`src/rtl/i2c_arb_pkg.sv`:
```
package i2c_arb_pkg;
  typedef enum logic [1:0] {
    CASE_DATA   = 2'd0,
    CASE_START  = 2'd1,
    CASE_CLKSTL = 2'd2,
    CASE_STOPBK = 2'd3
  } arb_case_e;
endpackage

```
`src/rtl/line_sync.sv`:
```
module line_sync #(
  parameter int STAGES = 2,
  parameter int WIDTH  = 2
) (
  input  logic             clk,
  input  logic             rst_n,
  input  logic [WIDTH-1:0] raw_in,
  output logic [WIDTH-1:0] sync_out
);
  for (genvar g = 0; g < WIDTH; g++) begin : g_line
    logic [STAGES-1:0] chain;
    always_ff @(posedge clk or negedge rst_n) begin
      if (!rst_n) chain <= '1;
      else if (STAGES == 1) chain <= raw_in[g];
      else chain <= {chain[STAGES-2:0], raw_in[g]};
    end
    assign sync_out[g] = chain[STAGES-1];
  end
endmodule

```
`src/rtl/bus_cond.sv`:
```
module bus_cond (
  input  logic clk,
  input  logic rst_n,
  input  logic scl_s,
  input  logic sda_s,
  input  logic bus_timeout,
  output logic scl_rise,
  output logic scl_fall,
  output logic start_ev,
  output logic stop_ev,
  output logic busy
);
  logic scl_p, sda_p;

  always_ff @(posedge clk or negedge rst_n) begin
    if (!rst_n) begin
      scl_p <= 1'b1;
      sda_p <= 1'b1;
    end else begin
      scl_p <= scl_s;
      sda_p <= sda_s;
    end
  end

  assign scl_rise = scl_s & ~scl_p;
  assign scl_fall = ~scl_s & scl_p;
  assign start_ev = scl_s & scl_p & sda_p & ~sda_s;
  assign stop_ev  = scl_s & scl_p & ~sda_p & sda_s;

  always_ff @(posedge clk or negedge rst_n) begin
    if (!rst_n) busy <= 1'b0;
    else if (bus_timeout || stop_ev) busy <= 1'b0;
    else if (start_ev) busy <= 1'b1;
  end
endmodule

```
`src/rtl/arb_judge.sv`:
```
module arb_judge
  import i2c_arb_pkg::*;
(
  input  logic      scl_rise,
  input  logic      scl_fall,
  input  logic      start_ev,
  input  logic      sda_s,
  input  logic      tx_active,
  input  logic      master_mode,
  input  logic      tx_one,
  input  logic      tx_rstart,
  input  logic      tx_stop,
  output logic      lost,
  output arb_case_e why
);
  logic hit_data, hit_start, hit_clk, hit_stop;

  assign hit_data  = scl_rise & ~sda_s & (tx_one | tx_rstart);
  assign hit_start = start_ev & tx_one & ~tx_rstart;
  assign hit_clk   = master_mode & scl_fall & tx_rstart & sda_s;
  assign hit_stop  = master_mode & scl_fall & tx_stop & ~sda_s & ~tx_rstart;

  always_comb begin
    lost = tx_active & (hit_data | hit_start | hit_clk | hit_stop);
    if (hit_start)     why = CASE_START;
    else if (hit_clk)  why = CASE_CLKSTL;
    else if (hit_stop) why = CASE_STOPBK;
    else               why = CASE_DATA;
  end
endmodule

```
`src/rtl/i2c_arb_monitor.sv`:
```
module i2c_arb_monitor
  import i2c_arb_pkg::*;
#(
  parameter int SYNC_STAGES = 2
) (
  input  logic       clk,
  input  logic       rst_n,
  input  logic       scl_line,
  input  logic       sda_line,
  input  logic       tx_active,
  input  logic       master_mode,
  input  logic       tx_one,
  input  logic       tx_rstart,
  input  logic       tx_stop,
  input  logic       bus_timeout,
  output logic       start_seen,
  output logic       stop_seen,
  output logic       bus_busy,
  output logic       arb_lost,
  output logic [1:0] arb_case
);
  localparam int NLINES = 2;

  logic [NLINES-1:0] lines_s;
  logic scl_rise, scl_fall, start_ev, stop_ev;
  logic lost_d;
  arb_case_e why_d;

  line_sync #(.STAGES(SYNC_STAGES), .WIDTH(NLINES)) u_sync (
    .clk(clk), .rst_n(rst_n),
    .raw_in({scl_line, sda_line}),
    .sync_out(lines_s)
  );

  bus_cond u_cond (
    .clk(clk), .rst_n(rst_n),
    .scl_s(lines_s[1]), .sda_s(lines_s[0]),
    .bus_timeout(bus_timeout),
    .scl_rise(scl_rise), .scl_fall(scl_fall),
    .start_ev(start_ev), .stop_ev(stop_ev),
    .busy(bus_busy)
  );

  arb_judge u_judge (
    .scl_rise(scl_rise), .scl_fall(scl_fall), .start_ev(start_ev),
    .sda_s(lines_s[0]),
    .tx_active(tx_active), .master_mode(master_mode),
    .tx_one(tx_one), .tx_rstart(tx_rstart), .tx_stop(tx_stop),
    .lost(lost_d), .why(why_d)
  );

  always_ff @(posedge clk or negedge rst_n) begin
    if (!rst_n) begin
      start_seen <= 1'b0;
      stop_seen  <= 1'b0;
      arb_lost   <= 1'b0;
      arb_case   <= 2'd0;
    end else begin
      start_seen <= start_ev;
      stop_seen  <= stop_ev;
      arb_lost   <= lost_d;
      arb_case   <= why_d;
    end
  end
endmodule

```
`config.mk`:
```
export PLATFORM = sky130hd
export DESIGN_NAME = i2c_arb_monitor
export DESIGN_NICKNAME = d
export VERILOG_FILES = /design/src/rtl/i2c_arb_pkg.sv /design/src/rtl/line_sync.sv /design/src/rtl/bus_cond.sv /design/src/rtl/arb_judge.sv /design/src/rtl/i2c_arb_monitor.sv
export SDC_FILE = /design/constraint.sdc
export NUM_CORES = 1
export LEC_CHECK = 0
export ABC_AREA = 1
export BUFFER_PORTS_ARGS = -buffer_cell sky130_fd_sc_hd__buf_2
export CORE_MARGIN = 10
export CORE_UTILIZATION = 35
export DETAILED_ROUTE_END_ITERATION = 12
export GPL_TIMING_DRIVEN = 0
export MAX_ROUTING_LAYER = met4
export PLACE_DENSITY = 0.58
export SYNTH_ARGS = -nofsm -noshare
export SYNTH_HDL_FRONTEND = slang
export SYNTH_HIERARCHICAL = 1
export SYNTH_SLANG_ARGS = --single-unit
```
`constraint.sdc`:
```
create_clock -name clk -period 3.37 [get_ports clk]
set_input_delay 0.337 -clock clk [delete_from_list [all_inputs] [get_ports clk]]
set_output_delay 0.337 -clock clk [all_outputs]
set_load 0.01 [all_outputs]
```
Word level (Yosys, flattened, before mapping)
Index checks and enable logic that the tools add are counted.
W data, S select, Z words.
- add/subtract/negate cells: 0
- $mul: 0
- divide/modulo/power cells: 0
- magnitude comparators: 0
- eq/ne operators: 0
- shifts and indexed selects: 0
- muxes and demuxes: 5
- bitwise logic cells: 27
- reductions and logical operators: 2
- operators with widths (cell ; number):
    $and A1 B1 Y1 ; 18
    $mux W2 ; 3
    $not A1 Y1 ; 5
    $or A1 B1 Y1 ; 4
    $mux W1 ; 2
    $reduce_bool A2 Y1 ; 1
    $logic_or A1 B1 Y1 ; 1
- bits in registers: 12
- bits in latches: 0
- bits in writable memories: 0
- memory bits (read-only): 0
- bits of input ports: 10
- memories kept: 0

Longest topological paths before layout
- depth in word-level cells: 9
- gate-level depth with buffers: 9

Modules after synthesis
The synthesis kept the hierarchy.
- by module, submodules not included (module ; instances ; cells an instance ; area an instance (um2)):
    bus_cond ; 1 ; 19 ; 155.1
    i2c_arb_monitor ; 1 ; 5 ; 125.1
    line_sync ; 1 ; 6 ; 120.1
    arb_judge ; 1 ; 22 ; 95.1

Least setup slack after synthesis
Ideal clock, no wire load.
- kind: reg-to-reg
- from: register u_sync.g_line[0].chain[1]
- to: register arb_lost
- setup time: 114 ps
- data arrival time: 1044 ps
- path slack: 2212 ps
- stages on the path, launching flop included: 9
- path buffers: 1
- period minus slack after synthesis: 1158 ps
- cell sequence: dfstp_2 > buf_4 > inv_1 > nand2_1 > nor2_4 > nand3_1 > nand2_2 > nor2_2 > nor2_2
- longest elaborated chain between the ends: 8
- elaborated cells on any way between the ends: 13
- ends and longest elaborated chain (item ; RTL line ; RTL):
    from (decl) ; line_sync.sv:11 ; logic [STAGES-1:0] chain;
    from (signal assigned) ; line_sync.sv:14 ; else if (STAGES == 1) chain <= raw_in[g];
    from (signal assigned) ; line_sync.sv:15 ; else chain <= {chain[STAGES-2:0], raw_in[g]};
    $not A1 Y1 ; bus_cond.sv:27 ; assign start_ev = scl_s & scl_p & sda_p & ~sda_s;
    $and A1 B1 Y1 ; bus_cond.sv:27 ;
    via start_ev ; i2c_arb_monitor.sv:25 ; logic scl_rise, scl_fall, start_ev, stop_ev;
    $and A1 B1 Y1 (2 in a row) ; arb_judge.sv:19 ; assign hit_start = start_ev & tx_one & ~tx_rstart;
    $or A1 B1 Y1 (3 in a row) ; arb_judge.sv:24 ; lost = tx_active & (hit_data | hit_start | hit_clk | hit_stop);
    $and A1 B1 Y1 ; arb_judge.sv:24 ;
    via lost_d ; i2c_arb_monitor.sv:26 ; logic lost_d;
    to (signal assigned) ; i2c_arb_monitor.sv:61 ; arb_lost <= lost_d;
    to (decl) ; i2c_arb_monitor.sv:19 ; output logic arb_lost,
The timed path passes the listed nets, and every way through them passes these cells.
A chain may end at the register's enable or synchronous reset.

Worst setup path in the final report
Ends and elaborated chain as after synthesis.

==> flow_summary.json <==
{
  "ios": 16,
  "synth_top_area_share_pct": 31.8,
  "cp.arrival_ns": 1.41,
  "crit_fanout": 5,
  "dp_hpwl_um": 735,
  "crit_start": "u_sync/g_line[0].chain[1]",
  "cts_sinks": 12,
  "cts_tree": "yes",
  "syn_area_per_cell_um2": 9.53,
  "synth.distinct_cells": 11,
  "postCtsSetupBuffers": 0,
  "cp.required_ns": 3.53,
  "fin_nets": 83,
  "cts.clk_slew.worst_paths_ns": 0.08,
  "hold_viol": 0,
  "portBuffers": 15,
  "fmax_mhz": 802,
  "synth_ff_type": "dfstp_2",
  "synth_most_common_cell": "inv_1",
  "hp-class": "primary input to flop",
  "rsz0062_at_grt": "false",
  "final_cells": 87,
  "die-area_um2": 3320,
  "path_class": "flop to flop",
  "antenna_found_initial": 0,
  "start_util_pct": 37.6,
  "grt_pass1_vias": 391,
  "area_growth_pct": 28.3,
  "worst_slew_pin_slew_ns": 0.259,
  "ys_ff_latch": 12,
  "numCtsBuffers": 3,
  "htreeDepth": 1,
  "r2r_cells": 8,
  "routabilityCongestion": 0.709,
  "num_vias": 354,
  "fin_crit_ns": 1.25,
  "viasPerCell": 4.07,
  "synth_edf_count": 0,
  "worstSetupStartpointType": "flop",
  "r2r_slack_ns": 2.12,
  "ant_nets": 0,
  "grt_max_degree": 13,
  "endpoint": "arb_lost",
  "clkLatencyLatePin_ns": 0.26,
  "r2r_start": "u_sync/g_line[0].chain[1]",
  "yosys-top-cells-count": "inv_1 (13), nand2_1 (9), dfrtp_1 (6), dfstp_2 (6), nor2_1 (6)",
  "synth.largest_area_cell": "dfstp_2",
  "ys_seq_area_share_pct": 62.1,
  "p_leak_nw": 0.385,
  "die_y_um": 57.6,
  "grt_usage_pct": 6.32,
  "async_flop_share_pct": 100,
  "stdcell_area_um2": 636,
  "netlist_area_um2": 495,
  "rows": 13,
  "r2r_end": "arb_lost",
  "ctsLongestPathBuffers": 2,
  "setup_viol": 0,
  "peakVddDrop_mv": 0.310,
  "slew_violations": 0,
  "fin_util_pct": 48.2,
  "grt_pass1_wl_mm": 1.60,
  "antenna_cells": 0,
  "wirelength_um": 866,
  "finalSetupTns_ns": 0,
  "yosys_warnings": 6,
  "wl_per_cell_um": 9.95,
  "ys_top_cells_by_area": "dfstp_2 (32%), dfrtp_1 (30%), inv_1 (9.8%)",
  "drive_gt1_share_pct": 48.6,
  "p_per_area_nw_per_um2": 459,
  "postSynthCellCount": 52,
  "dr.pass1.iters": 2,
  "fp.dieW_um": 57.6,
  "root_buffer": "clkbuf_4",
  "outcome": "finished, final reports clean",
  "min_period_over_period_pct": 37.0,
  "overflow": 0,
  "drt_iter0_drc": 2,
  "drc_errors": 0,
  "relSlewSlack_pct": 82.7,
  "syn-num-nets": 62,
  "place_inst": 82,
  "end_kind": "flop",
  "core_um2": 1320,
  "drv_cap": 0,
  "place_area_um2": 589,
  "fin_skew_ns": 0.00487
}
sequential cells by signal, summed over array words and instances (netlist names):
signal	cells
u_sync/g_line.chain	4
start_seen	1
u_cond/scl_p	1
arb_case	2
u_cond/busy	1
stop_seen	1
arb_lost	1
u_cond/sda_p	1
area by class of cell:
| class | count | area, um^2 |
|---|---|---|
| Fill cell | 126 | 682 |
| Sequential cell | 12 | 308 |
| Multi-Input combinational cell | 25 | 124 |
| Timing Repair Buffer | 16 | 85.1 |
| Inverter | 13 | 48.8 |
| Clock buffer | 4 | 36.3 |
| Tap cell | 15 | 18.8 |
| Buffer | 2 | 15.0 |
layout by cell type, fill, tap and decap left out, drive strengths merged:
master	instances
dlygate4sd3	1
nand2	12
inv	13
nand3	1
a21boi	1
dfrtp	6
dfstp	6
nor2	11
buf	17
clkbuf	4
metrics by stage:
step,hold WS [ns],setup slack [ns],total power [mW]
detailed placement,0.231,2.11,0.183
global placement,0.225,2.14,0.183
finish,0.162,2.12,0.291
floorplan,0.0414,2.21,0.171
CTS,0.154,2.11,0.297
global route,0.154,2.02,0.308
where the power goes:
part | switching [mW] | leakage, nW | internal, mW
clock network | 0.0450 | 0.0210 | 0.0656
registers | 0.00204 | 0.146 | 0.152
logic | 0.0147 | 0.219 | 0.0117
critical path: stages (launching register included):
cell and delay [ns]:
dfstp_2 0.52, buf_4 0.12, inv_1 0.05, nand2_1 0.09, nor2_4 0.05, nand3_1 0.11
nand2_2 0.07, nor2_2 0.09, nor2_2 0.04
cell families after synthesis:
logic type	synth area share (%)
buffers and inverters	12.9
and+or+nand+nor	23.5
AOI/OAI and AO/OA	1.52
DFF	62.1
what timing repair did:
item,CTS,global route
resized for setup,0,0
setup endpoints to repair,0,0
endpoints found under the hold margin,6,0
hold buffers,1,0
per-layer routing:
metal	global-route usage (%)	vias up	share of wire (%)
met1	6.20	161	43
met2	10.1	5	54
met5	-	-	0
li1	-	186	-
met3	2.61	2	2.8
met4	4.03	0	0.46
worst min-delay path by stage:
stage,startpoint,endpoint,slack [ns],depth (start not counted)
global placement,rst_n,u_cond/busy,0.23,1
floorplan,rst_n,arb_case[0],0.04,0
finish,sda_line,u_sync/g_line[0].chain[0],0.16,1
global route,scl_line,u_sync/g_line[1].chain[0],0.15,1
detailed placement,rst_n,start_seen,0.23,1
CTS,sda_line,u_sync/g_line[0].chain[0],0.15,1
Note: power is estimated with default switching activity, not from simulation.
